--- src/rtl/tsq_pkg.sv ---
package tsq_pkg;

   // Default byte layout of the qualifier
   localparam int unsigned DEF_WIDTH      = 8;
   localparam int unsigned DEF_STAGES     = 3;
   localparam int unsigned DEF_LEFT_POS   = 0;
   localparam int unsigned DEF_RIGHT_POS  = 1;
   localparam int unsigned DEF_BRAKE_POS  = 2;
   localparam int unsigned DEF_ENGINE_POS = 3;
   localparam int unsigned DEF_HAZARD_POS = 4;
   localparam int unsigned DEF_CANCEL_POS = 5;
   localparam int unsigned DEF_OPP_POS    = 6;
   localparam int unsigned DEF_MAN_POS    = 7;

   // Single bit mask helper, wide enough for any practical width
   function automatic logic [63:0] one_hot(input int unsigned pos);
      return 64'(1) << pos;
   endfunction

endpackage

--- src/rtl/tsq_sample_chain.sv ---
module tsq_sample_chain #(
   parameter int unsigned WIDTH  = 8,
   parameter int unsigned STAGES = 3
) (
   input  logic                               clk,
   input  logic                               rst_n,
   input  logic                               tick,
   input  logic [WIDTH-1:0]                   raw_in,
   output logic [STAGES-1:0][WIDTH-1:0]       view
);

   localparam int unsigned STORED = STAGES - 1;

   logic [STORED-1:0][WIDTH-1:0] hist;

   // Stage 0 is the live sample; older stages are stored
   assign view[0] = raw_in;

   for (genvar k = 0; k < STORED; k++) begin : g_stage
      assign view[k+1] = hist[k];
      if (k == 0) begin : g_head
         always_ff @(posedge clk or negedge rst_n) begin
            if (!rst_n)    hist[k] <= '0;
            else if (tick) hist[k] <= raw_in;
         end
      end else begin : g_body
         always_ff @(posedge clk or negedge rst_n) begin
            if (!rst_n)    hist[k] <= '0;
            else if (tick) hist[k] <= hist[k-1];
         end
      end
   end


   chain_shift_chk: assert property (@(posedge clk) disable iff (!rst_n)
      tick |=> (hist[0] == $past(raw_in)));

endmodule

--- src/rtl/tsq_stability_judge.sv ---
module tsq_stability_judge #(
   parameter int unsigned WIDTH  = 8,
   parameter int unsigned STAGES = 3
) (
   input  logic                         clk,
   input  logic                         rst_n,
   input  logic                         tick,
   input  logic [STAGES-1:0][WIDTH-1:0] view,
   output logic [WIDTH-1:0]             state,
   output logic [WIDTH-1:0]             next_state,
   output logic [WIDTH-1:0]             raw_toggle
);

   localparam int unsigned PAIRS = STAGES - 1;

   logic [PAIRS:0][WIDTH-1:0] agree_acc;
   logic [WIDTH-1:0]          stable;

   // Accumulate agreement of each adjacent stage pair
   assign agree_acc[0] = '1;
   for (genvar p = 0; p < PAIRS; p++) begin : g_pair
      assign agree_acc[p+1] = agree_acc[p] & ~(view[p] ^ view[p+1]);
   end
   assign stable = agree_acc[PAIRS];

   always_comb begin
      raw_toggle = stable & (view[0] ^ state);
      next_state = (state & ~stable) | (view[0] & stable);
   end

   always_ff @(posedge clk or negedge rst_n) begin
      if (!rst_n)    state <= '0;
      else if (tick) state <= next_state;
   end


   hold_between_chk: assert property (@(posedge clk) disable iff (!rst_n)
      !tick |=> $stable(state));


   unstable_keep_chk: assert property (@(posedge clk) disable iff (!rst_n)
      tick |=> ((($past(view[0]) ^ $past(view[1])) & (state ^ $past(state))) == '0));

endmodule

--- src/rtl/tsq_event_qualifier.sv ---
module tsq_event_qualifier #(
   parameter int unsigned WIDTH        = 8,
   parameter logic [WIDTH-1:0] BOTH_MASK = '0,
   parameter logic [WIDTH-1:0] AUX_MASK  = '0,
   parameter int unsigned CANCEL_POS   = 5,
   parameter int unsigned OPP_POS      = 6,
   parameter int unsigned MAN_POS      = 7,
   parameter bit          CANCEL_GATED = 1'b1
) (
   input  logic             clk,
   input  logic             rst_n,
   input  logic             tick,
   input  logic [WIDTH-1:0] raw_toggle,
   input  logic [WIDTH-1:0] next_state,
   output logic [WIDTH-1:0] event_out
);

   logic [WIDTH-1:0] edge_kept;
   logic [WIDTH-1:0] qualified;

   // Trailing edges survive only on both-edge bits; aux bits never pass
   assign edge_kept = raw_toggle & (next_state | BOTH_MASK) & ~AUX_MASK;

   if (CANCEL_GATED) begin : g_gate
      always_comb begin
         qualified = edge_kept;
         if (!(next_state[OPP_POS] || next_state[MAN_POS]))
            qualified[CANCEL_POS] = 1'b0;
      end
   end else begin : g_nogate
      assign qualified = edge_kept;
   end

   always_ff @(posedge clk or negedge rst_n) begin
      if (!rst_n) event_out <= '0;
      else        event_out <= tick ? qualified : '0;
   end


   quiet_between_chk: assert property (@(posedge clk) disable iff (!rst_n)
      !tick |=> (event_out == '0));

endmodule

--- src/rtl/tri_sample_qualifier.sv ---
module tri_sample_qualifier
   import tsq_pkg::*;
#(
   parameter int unsigned WIDTH      = DEF_WIDTH,
   parameter int unsigned STAGES     = DEF_STAGES,
   parameter int unsigned LEFT_POS   = DEF_LEFT_POS,
   parameter int unsigned RIGHT_POS  = DEF_RIGHT_POS,
   parameter int unsigned BRAKE_POS  = DEF_BRAKE_POS,
   parameter int unsigned ENGINE_POS = DEF_ENGINE_POS,
   parameter int unsigned HAZARD_POS = DEF_HAZARD_POS,
   parameter int unsigned CANCEL_POS = DEF_CANCEL_POS,
   parameter int unsigned OPP_POS    = DEF_OPP_POS,
   parameter int unsigned MAN_POS    = DEF_MAN_POS
) (
   input  logic             clk,
   input  logic             rst_n,
   input  logic             tick,
   input  logic [7:0]       raw_in,
   output logic [7:0]       deb_state,
   output logic [7:0]       event_out
);

   localparam logic [WIDTH-1:0] BOTH_MASK =
      WIDTH'(one_hot(BRAKE_POS) | one_hot(ENGINE_POS));
   localparam logic [WIDTH-1:0] AUX_MASK  =
      WIDTH'(one_hot(OPP_POS) | one_hot(MAN_POS));
   localparam logic [WIDTH-1:0] LEAD_MASK =
      WIDTH'(one_hot(LEFT_POS) | one_hot(RIGHT_POS) |
             one_hot(HAZARD_POS) | one_hot(CANCEL_POS));

   // Elaboration-time parameter checks
   if (WIDTH != 8) begin : g_bad_width
      $error("tri_sample_qualifier: port byte requires WIDTH of 8");
   end
   if (STAGES < 2) begin : g_bad_stages
      $error("tri_sample_qualifier: STAGES must be at least 2");
   end
   if (OPP_POS == MAN_POS) begin : g_bad_aux
      $error("tri_sample_qualifier: auxiliary flags must differ");
   end

   logic [STAGES-1:0][WIDTH-1:0] view;
   logic [WIDTH-1:0]             next_state;
   logic [WIDTH-1:0]             raw_toggle;

   tsq_sample_chain #(.WIDTH(WIDTH), .STAGES(STAGES)) i_chain (
      .clk    (clk),
      .rst_n  (rst_n),
      .tick   (tick),
      .raw_in (raw_in),
      .view   (view)
   );

   tsq_stability_judge #(.WIDTH(WIDTH), .STAGES(STAGES)) i_judge (
      .clk        (clk),
      .rst_n      (rst_n),
      .tick       (tick),
      .view       (view),
      .state      (deb_state),
      .next_state (next_state),
      .raw_toggle (raw_toggle)
   );

   tsq_event_qualifier #(
      .WIDTH        (WIDTH),
      .BOTH_MASK    (BOTH_MASK),
      .AUX_MASK     (AUX_MASK),
      .CANCEL_POS   (CANCEL_POS),
      .OPP_POS      (OPP_POS),
      .MAN_POS      (MAN_POS),
      .CANCEL_GATED (1'b1)
   ) i_qual (
      .clk        (clk),
      .rst_n      (rst_n),
      .tick       (tick),
      .raw_toggle (raw_toggle),
      .next_state (next_state),
      .event_out  (event_out)
   );


   lead_only_chk: assert property (@(posedge clk) disable iff (!rst_n)
      ((event_out & LEAD_MASK & ~deb_state) == '0));


   brake_edge_chk: assert property (@(posedge clk) disable iff (!rst_n)
      event_out[BRAKE_POS] |-> (deb_state[BRAKE_POS] != $past(deb_state[BRAKE_POS])));


   cancel_gate_chk: assert property (@(posedge clk) disable iff (!rst_n)
      event_out[CANCEL_POS] |-> (deb_state[OPP_POS] || deb_state[MAN_POS]));


   aux_mute_chk: assert property (@(posedge clk) disable iff (!rst_n)
      ((event_out & AUX_MASK) == '0));

endmodule

--- config.mk ---
export PLATFORM = sky130hd
export DESIGN_NAME = tri_sample_qualifier
export DESIGN_NICKNAME = d
export VERILOG_FILES = /design/src/rtl/tsq_pkg.sv /design/src/rtl/tsq_sample_chain.sv /design/src/rtl/tsq_stability_judge.sv /design/src/rtl/tsq_event_qualifier.sv /design/src/rtl/tri_sample_qualifier.sv
export SDC_FILE = /design/constraint.sdc
export NUM_CORES = 1
export LEC_CHECK = 0
export ABC_CLOCK_PERIOD_IN_PS = 1300
export BUFFER_PORTS_ARGS = -buffer_cell sky130_fd_sc_hd__buf_2
export CORE_MARGIN = 4
export CORE_UTILIZATION = 40
export DETAILED_ROUTE_END_ITERATION = 6
export GPL_ROUTABILITY_DRIVEN = 0
export PLACE_DENSITY_LB_ADDON = 0.08
export SYNTH_ARGS = -nofsm -noshare
export SYNTH_HDL_FRONTEND = slang
export SYNTH_SLANG_ARGS = --single-unit
--- constraint.sdc ---
create_clock -name clk -period 1.3 [get_ports clk]
set_clock_uncertainty 0.05 [all_clocks]
set_input_delay 0.13 -clock clk [delete_from_list [all_inputs] [get_ports clk]]
set_output_delay 0.13 -clock clk [all_outputs]
set_load 0.03 [all_outputs]
==> metrics.yaml <==
start_util: 0.424
ctsHtreeMaxLevel: 2
maximum_ir_drop_on_the_vdd_rail_v: 0.000591
antenna_violating_nets_post_route: 0
post_cts_buffers: 0
critical_path_required_ps: 1460
routedWlPerCell_um: 12.3
overflow: 0
result_of_the_run: "complete, no violations"
rsz_0062_raised_after_global_routing: "false"
area_of_the_die_mm2: 0.00424
layout-drive-gt1-share: 0.384
synthMuxAreaShare: 0.138
worst-endpoint-arrival_ps: 1310
layout.cells.non_filler: 182
ys_async_sr_fraction: 1.00
antennaDiodeCount: 0
netlist.area_leader.share: 0.575
synth.most_common_cell: "dfrtp_1"
detail_route.first_pass.iterations: 4
global_route.usage.total: 0.120
synth.top_cells.by_count: "dfrtp_1, mux2_2, nor2_1, a21oi_1, or3b_1"
synthAdderAreaFrac: 0
wirelength_um: 2240
dominant_combinational_cell_family_by_area_after_synthesis: "multiplexers"
min_delay_path_depth: 2
floorplan.core_area_mm2: 0.00308
min_path_type: "in2reg"
cts_made_buffers: 5
static_leak_uw: 0.000711
final_hold_viol_count: 0
max_freq_ghz: 0.872
postSynthRegisterBits: 30
synth-simple-area-share: 0.128
finalSetupViolations: 0
synth_area_mm2: 0.00131
ys.flop_type: "dfrtp_1"
maximum_number_of_pins_on_one_net_before_global_route_repair: 31
timing.final.max_slew_violations: 0
synth_xor_xnor_area_share: 0
compound_gate_fraction_of_synth_area: 0.115
finalCriticalPeriod_ps: 1150
yosysWarnings: 0
antenna_found_initial: 0
dp.cells: 173
cts_root_buffer: "clkbuf_4"
finish.net_count: 148
port-buffer-count: 24
critical_path.endpoint_type: "register"
first_global_vias: 888
core.rowCount: 20
setup_tns_ps: 0
clock_tree_from_tritoncts: "done"
global_route_wire_length_before_repair_um: 3780
worstPathMaxFanout: 3
worstSetupPathType: "reg2reg"
period_share: 0.882
clock_sinks: 30
timing.critical_path.from_type: "register"
synth_area_leaders: "dfrtp_1, mux2_2, or3b_1"
estimated_wirelength_of_the_detail_placed_design_um: 1550
clk_pin_slew_worst_setup_hold_paths_ps: 90
clk-insertion-delay-late_ps: 320
fillers: 292
yosysUniqueCellTypes: 27
power-per-cell-area_mw_per_mm2: 1350
route.detailed.vias_per_inst: 5.08
die_x_um: 65.1
drt-initial-drc-count: 54
area_growth_syn_to_layout_pct: 18.1
io_pins: 27
synth_sequential_area_ratio: 0.575
synth-edff-count: 0
drc_errors: 0
rr_worst_depth: 3
number_of_cells_produced_by_synthesis: 105
synth_top_area_cell: "dfrtp_1"
clock_tree.buffer_depth: 2
maxCapViolCount: 0
die_height_um: 65.1
num_vias: 925
synth_area_per_cell_um2: 12.4
==> final timing paths <==
| check | from | end | slack (ps) |
|---|---|---|---|
| setup / recovery | i_chain.view[20] | i_judge.state[4] | 150 |
| hold / removal | raw_in[4] | i_chain.view[12] | 10 |
| setup reg to reg | i_chain.view[20] | i_judge.state[4] | 150 |
| hold reg to reg | i_judge.state[1] | i_qual.event_out[1] | 420 |
| max in group asynchronous | rst_n | i_chain.view[15] | 630 |
| min in group asynchronous | rst_n | i_qual.event_out[5] | 290 |
==> cells by family (layout without fill, tap and decap cells) <==
kind of cell    Yosys count  count (layout)
flops                    30              30
buf+inv                   7              39
mux                      16              16
compound gates           23              23
other cells               1               2
simple gates             28              28
==> repair_timing <==
action / CTS / global route
hold buffers: 1 / 0
resized for setup: 0 / 0
endpoints found under the hold margin: 30 / 0
==> cells in the final DEF (no fill, tap or decap), types with 2 or more instances in the layout <==
master,Yosys,layout
a21boi_0,2,2
a21oi_1,8,8
a22o_1,2,2
a31oi_1,4,4
buf_2,1,24
buf_4,3,5
clkbuf_4,0,5
conb_1,1,2
dfrtp_1,30,30
mux2_2,16,16
nand2_1,3,3
nand3b_1,2,2
nand4_1,3,3
nand4b_1,2,2
nor2_1,9,9
or3b_1,6,6
==> state kept, by name, summed over array words and instances (netlist names), named ones only <==
signal / flops
i_qual.event_out: 6
i_judge.state: 6
i_chain.view: 16
==> through the flow <==
step	worst slack, ps	hold WS, ps	instance area, µm²	total power, µW	utilization
floorplan	174	-216	1310	1410	-
global placement	139	111	1470	1520	0.478
detailed placement	124	118	1470	1530	0.478
CTS	132	2.70	1540	2110	0.501
global route	82.4	5.94	1540	2220	0.501
finish	153	13.0	1540	2080	0.501
==> critical path, stage by stage (launching register included) <==
cell and delay (ps):
dfrtp_1 400, or3b_1 380, a21oi_1 150, a21oi_1 50
==> per-layer routing <==
metal / wire length (µm) / up-vias / part of all wire / track usage
met2: 1090 / 22 / 0.49 / 0.204
li1: - / 443 / - / -
met3: 152 / 5 / 0.068 / 0.0615
met5: 0 / - / 0 / 0
met1: 960 / 455 / 0.43 / 0.123
met4: 37 / 0 / 0.017 / 0.0544
==> report_power, final <==
part	switching, µW	internal [µW]
clock network	305	262
registers	96.3	1040
logic	211	168
==> final cells by class <==
cell class	count	area [µm²]	area share
clock buffer	7	55.1	0.0357
sequential	30	751	0.487
multi-input combinational	69	505	0.328
clock inverter	1	5.00	0.00324
timing repair buffer	30	168	0.109
inverter	1	3.75	0.00243
tap	44	55.1	0.0357
Power figures use the tool's default switching activity.
